File: src/rtl/accAluPkg.sv
package accAluPkg;

  typedef enum logic [2:0] {
    OP_DEC     = 3'd0,
    OP_INC     = 3'd1,
    OP_DECSKIP = 3'd2,
    OP_INCSKIP = 3'd3,
    OP_ORLIT   = 3'd4,
    OP_ORREG   = 3'd5
  } aluOp_e;

  typedef struct packed {
    logic       wrW;
    logic       wrF;
    logic       updZ;
    logic       skipEn;
    logic [2:0] aluSel;
  } aluCtl_t;

endpackage

File: src/rtl/accAluCtrl.sv
module accAluCtrl
  import accAluPkg::*;
(
  input  logic       opValid,
  input  logic [2:0] opCode,
  input  logic       destSel,
  output aluCtl_t    ctl
);

  always_comb begin
    ctl = '0;
    ctl.aluSel = opCode;
    if (opValid) begin
      case (opCode)
        OP_DEC, OP_INC: begin
          ctl.wrW  = !destSel;
          ctl.wrF  = destSel;
          ctl.updZ = 1'b1;
        end
        OP_DECSKIP, OP_INCSKIP: begin
          ctl.wrW    = !destSel;
          ctl.wrF    = destSel;
          ctl.skipEn = 1'b1;
        end
        OP_ORLIT: begin
          ctl.wrW  = 1'b1;
          ctl.updZ = 1'b1;
        end
        OP_ORREG: begin
          ctl.wrW  = !destSel;
          ctl.wrF  = destSel;
          ctl.updZ = 1'b1;
        end
        default: ctl = '0;
      endcase
    end
  end

endmodule

File: src/rtl/accAluPath.sv
module accAluPath
  import accAluPkg::*;
#(
  parameter int DATA_W = 8,
  parameter int ADDR_W = 7
) (
  input  logic              clk,
  input  logic              rst,
  input  aluCtl_t           ctl,
  input  logic [ADDR_W-1:0] regAddr,
  input  logic [DATA_W-1:0] literal,
  output logic [DATA_W-1:0] wReg,
  output logic              zFlag,
  output logic              skipReq
);

  localparam int DEPTH = 1 << ADDR_W;

  logic [DATA_W-1:0] regFile [DEPTH];
  logic [DATA_W-1:0] fileRd;
  logic [DATA_W-1:0] result;
  logic              resZero;

  assign fileRd  = regFile[regAddr];
  assign resZero = (result == '0);

  always_comb begin
    case (ctl.aluSel)
      OP_DEC, OP_DECSKIP: result = fileRd - DATA_W'(1);
      OP_INC, OP_INCSKIP: result = fileRd + DATA_W'(1);
      OP_ORLIT:           result = wReg | literal;
      OP_ORREG:           result = wReg | fileRd;
      default:            result = fileRd;
    endcase
  end

  always_ff @(posedge clk) begin
    if (rst) begin
      wReg    <= '0;
      zFlag   <= 1'b0;
      skipReq <= 1'b0;
      for (int i = 0; i < DEPTH; i++) regFile[i] <= '0;
    end else begin
      skipReq <= ctl.skipEn && resZero;
      if (ctl.wrW)  wReg <= result;
      if (ctl.wrF)  regFile[regAddr] <= result;
      if (ctl.updZ) zFlag <= resZero;
    end
  end

endmodule

File: src/rtl/accFileAlu.sv
module accFileAlu
  import accAluPkg::*;
#(
  parameter int DATA_W = 8,
  parameter int ADDR_W = 7
) (
  input  logic              clk,
  input  logic              rst,
  input  logic              opValid,
  input  logic [2:0]        opCode,
  input  logic [ADDR_W-1:0] regAddr,
  input  logic              destSel,
  input  logic [DATA_W-1:0] literal,
  output logic [DATA_W-1:0] wReg,
  output logic              zFlag,
  output logic              skipReq
);

  aluCtl_t ctl;

  accAluCtrl u_ctrl (
    .opValid (opValid),
    .opCode  (opCode),
    .destSel (destSel),
    .ctl     (ctl)
  );

  accAluPath #(.DATA_W(DATA_W), .ADDR_W(ADDR_W)) u_path (
    .clk     (clk),
    .rst     (rst),
    .ctl     (ctl),
    .regAddr (regAddr),
    .literal (literal),
    .wReg    (wReg),
    .zFlag   (zFlag),
    .skipReq (skipReq)
  );

endmodule

File: config.mk
export PLATFORM = sky130hd
export DESIGN_NAME = accFileAlu
export DESIGN_NICKNAME = d
export VERILOG_FILES = /design/src/rtl/accAluPkg.sv /design/src/rtl/accAluCtrl.sv /design/src/rtl/accAluPath.sv /design/src/rtl/accFileAlu.sv
export SDC_FILE = /design/constraint.sdc
export NUM_CORES = 2
export LEC_CHECK = 0
export BUFFER_PORTS_ARGS = -buffer_cell sky130_fd_sc_hd__buf_2
export CORE_ASPECT_RATIO = 0.9
export CORE_UTILIZATION = 54
export DETAILED_ROUTE_END_ITERATION = 10
export PLACE_DENSITY = 0.7
export SLEW_MARGIN = 20
export SYNTH_ARGS = -nofsm -noshare
export SYNTH_HDL_FRONTEND = slang
export SYNTH_SLANG_ARGS = --single-unit
File: constraint.sdc
create_clock -name clk -period 15.2 [get_ports clk]
set_clock_uncertainty 0.15 [all_clocks]
set_input_delay 0.76 -clock clk [delete_from_list [all_inputs] [get_ports clk]]
set_output_delay 0.76 -clock clk [all_outputs]
set_load 0.03 [all_outputs]
==> load_flow_metrics.sql <==
INSERT INTO impl_metrics (metric_group, metric, value, unit) VALUES
('status', 'status', 'complete, but fails checks', ''),
('status', 'violations', 'DRC', ''),
('clock_network', 'cts-htree-levels', '3', ''),
('finish', 'finish.net_count', '3600', ''),
('setup_path', 'crit_start', 'regAddr[2]', ''),
('yosys', 'postSynthCellCount', '3660', ''),
('yosys', 'syn_avg_cell_area', '12.8', 'um2'),
('route', 'detailroute.via_count', '33300', ''),
('finish', 'syn2layout_area_growth', '8.78', '%'),
('setup_path', 'slowest_stage', 'a2111oi_0', ''),
('yosys', 'synth_warnings', '0', ''),
('global_routing', 'globalRoute.totalOverflow', '0', ''),
('global_routing', 'grt_start_max_net_pins', '106', ''),
('placement', 'placedInstanceArea', '47600', 'um2'),
('setup_path', 'reg2reg_from', 'u_path.regFile[6][2]', ''),
('min_path', 'holdCritStartpoint', 'opCode[1]', ''),
('sta', 'worst_slew_pin_slew', '1.29', 'ns'),
('route', 'drtIter0Drc', '6043', ''),
('min_path', 'worstHoldEndpoint', 'u_path.zFlag', ''),
('clock_network', 'clk_path_buf_depth', '3', ''),
('setup_path', 'worst_ep_arrival_time', '8.94', 'ns'),
('setup_path', 'criticalPathCategory', 'in -> reg', ''),
('clock_network', 'post_cts_buffers', '0', ''),
('yosys', 'yosys.cell_count.top_type', 'edfxtp_1', ''),
('floorplan', 'die-area', '87700', 'um2'),
('pwr', 'cellPowerDensity', '131', 'nW/um2'),
('setup_path', 'worst_setup_slack_for_register_to_register_paths', '8.23', 'ns'),
('finish', 'finalNonFillerCells', '4792', ''),
('setup_path', 'worstPathCellList', 'buf_8 > buf_12 > buf_4 > or2_2 > o22ai_1 > a221o_1 > a2111oi_0 > nand4_1 > inv_1 > ha_1 > a21o_1 > a21o_1 > a21o_1 > a2111oi_4 > nor3_1 > nor4_4 > buf_4 > buf_4 > a21oi_1', ''),
('floorplan', 'initial_core_util', '0.549', ''),
('finish', 'layout.area.seq', '30900', 'um2'),
('route', 'drc_violations_left', '2', ''),
('job', 'max_cap_viol_count', '0', ''),
('clock_network', 'tritoncts_num_sinks', '1034', ''),
('setup_path', 'crit_path_end_kind', 'flip-flop', ''),
('finish', 'n_fill_cell', '6484', ''),
('yosys', 'synth_area', '46700', 'um2'),
('yosys', 'synth_seq_area_share', '0.662', ''),
('yosys', 'netlist.top_cell.by_area', 'edfxtp_1', ''),
('clock_network', 'clk_pin_slew', '0.06', 'ns'),
('placement', 'port-buffer-count', '31', ''),
('global_routing', 'grt_overall_usage', '0.349', ''),
('min_path', 'min_delay_path_depth', '2', ''),
('route', 'antenna_left', '0', ''),
('clock_network', 'clk_root_buffer_cell', 'clkbuf_16', ''),
('finish', 'layout.cell_area.non_filler', '50800', 'um2'),
('route', 'route.detailed.vias_per_inst', '6.94', ''),
('yosys', 'yosys-top-cells-area', 'edfxtp_1, nor2_1, mux4_2, a21oi_1, mux2i_1', ''),
('setup_path', 'path_max_fanout', '105', ''),
('pwr', 'leakage', '17.9', 'nW'),
('setup_path', 'critPathTopFamily', 'buffers and inverters', ''),
('yosys', 'yosys_register_bits', '1034', ''),
('clock_network', 'clock_latency', '0.71', 'ns'),
('clock_network', 'cts_buffers', '101', ''),
('placement', 'place.detailed.hpwl', '94400', 'um'),
('sta', 'finalSetupViolations', '0', ''),
('sta', 'relSlewSlack', '0.129', ''),
('setup_path', 'worstSetupStartpointType', 'input pin', ''),
('route', 'total_wire_length', '154000', 'um'),
('pwr', 'total_power', '6.64', 'mW'),
('sta', 'final.min_clock_period', '8.70', 'ns'),
('clock_network', 'cts_hold_bufs', '0', ''),
('yosys', 'synth_top_area_share', '0.658', ''),
('setup_path', 'worstPathRequired', '15.44', 'ns'),
('yosys', 'synth.top_cells.by_count', 'edfxtp_1, nor2_1, nand2_1', ''),
('yosys', 'postSynthNetCount', '3689', ''),
('sta', 'final_hold_viol_count', '0', ''),
('route', 'wire_per_inst', '32.1', 'um'),
('route', 'pre_antenna_drt_iters', '10', ''),
('floorplan', 'floorplan.core_area', '85000', 'um2'),
('clock_network', 'cts.repair.resized', '0', '');
## stage by stage
step           utilization  worst slack [ns]
3_3_place_gp         0.559              6.31
4_1_cts              0.597              6.99
2_1_floorplan            -              9.66
3_5_place_dp         0.559              6.31
6_report             0.598              6.50
5_1_grt              0.598              6.45
## sequential cells by signal, indices dropped and copies added (netlist names)
signal / count
u_path.regFile: 1024
u_path.skipReq: 1
u_path.zFlag: 1
u_path.wReg: 8
## worst register-to-register path: stages, from the launching register on
cell and delay [ns]:
edfxtp_1 0.36, o221ai_1 0.14, a222oi_1 0.71, o211ai_1 0.23, a2111oi_0 0.98, nand4_1 0.29
inv_1 0.11, ha_1 0.27, a21o_1 0.22, a21o_1 0.18, a21o_1 0.22, a2111oi_4 0.47
nor3_1 0.17, nor4_4 0.36, buf_4 0.60, buf_4 0.99, a21oi_1 0.24
## metal layers
metal,vias up,wire length [um],part of all wire,track usage
met5,-,109,0.00071,0.00665
met4,10,8360,0.054,0.160
met3,568,24800,0.16,0.116
met2,2996,66200,0.43,0.506
met1,16300,54300,0.35,0.477
li1,13400,-,-,-
## power breakdown
part | internal [mW] | switching, mW | total, mW
clock network | 1.39 | 1.11 | 2.50
registers | 3.22 | 0.0308 | 3.25
logic | 0.186 | 0.706 | 0.893
total | 4.79 | 1.85 | 6.64
## cell usage in the layout (no fill, tap or decap), types with 19 or more instances in the layout
cell type / netlist / routed
mux4_2: 106 / 106
nand2_1: 227 / 227
nand3_1: 20 / 20
a221oi_1: 36 / 36
nand2b_1: 142 / 141
buf_2: 117 / 27
o21ai_0: 45 / 45
a21oi_1: 182 / 179
o221ai_1: 50 / 50
o22ai_1: 74 / 74
nor2_1: 975 / 966
mux2_2: 73 / 73
clkinv_1: 2 / 29
edfxtp_1: 1024 / 1024
buf_4: 23 / 78
a211oi_1: 22 / 22
clkbuf_16: 0 / 107
mux2i_1: 89 / 88
nor2b_1: 22 / 19
clkbuf_1: 132 / 24
a22oi_1: 40 / 40
## kinds of logic (layout without fill, tap and decap cells)
group / after synthesis / in the layout / synth area share
flip-flops: 1034 / 1034 / 0.662
buffers and inverters: 317 / 311 / 0.0333
multiplexers: 269 / 269 / 0.0880
AND/OR/NAND/NOR: 1467 / 1467 / 0.132
other: 0 / 5 / 0
AO/OA/AOI/OAI: 565 / 565 / 0.0818
XOR/XNOR: 1 / 1 / 0.000187
adder cells (fa/ha/maj): 7 / 7 / 0.00203
## how the worst max path moves through the flow
stage                                  end
finish              u_path.regFile[123][7]
CTS                   u_path.regFile[2][7]
floorplan            u_path.regFile[52][7]
global placement            u_path.skipReq
detailed placement   u_path.regFile[71][7]
global route         u_path.regFile[40][7]
## cell type report
type,instances,area share
multi-input cells,2309,0.282
repair buffers,111,0.0161
well taps,1133,0.0279
flip-flops and latches,1034,0.609
clock buffers,131,0.0544
diodes,5,0.000246
clock inverters,55,0.00916
inverters,14,0.00106
No activity file was read; power rests on OpenSTA's default activity.
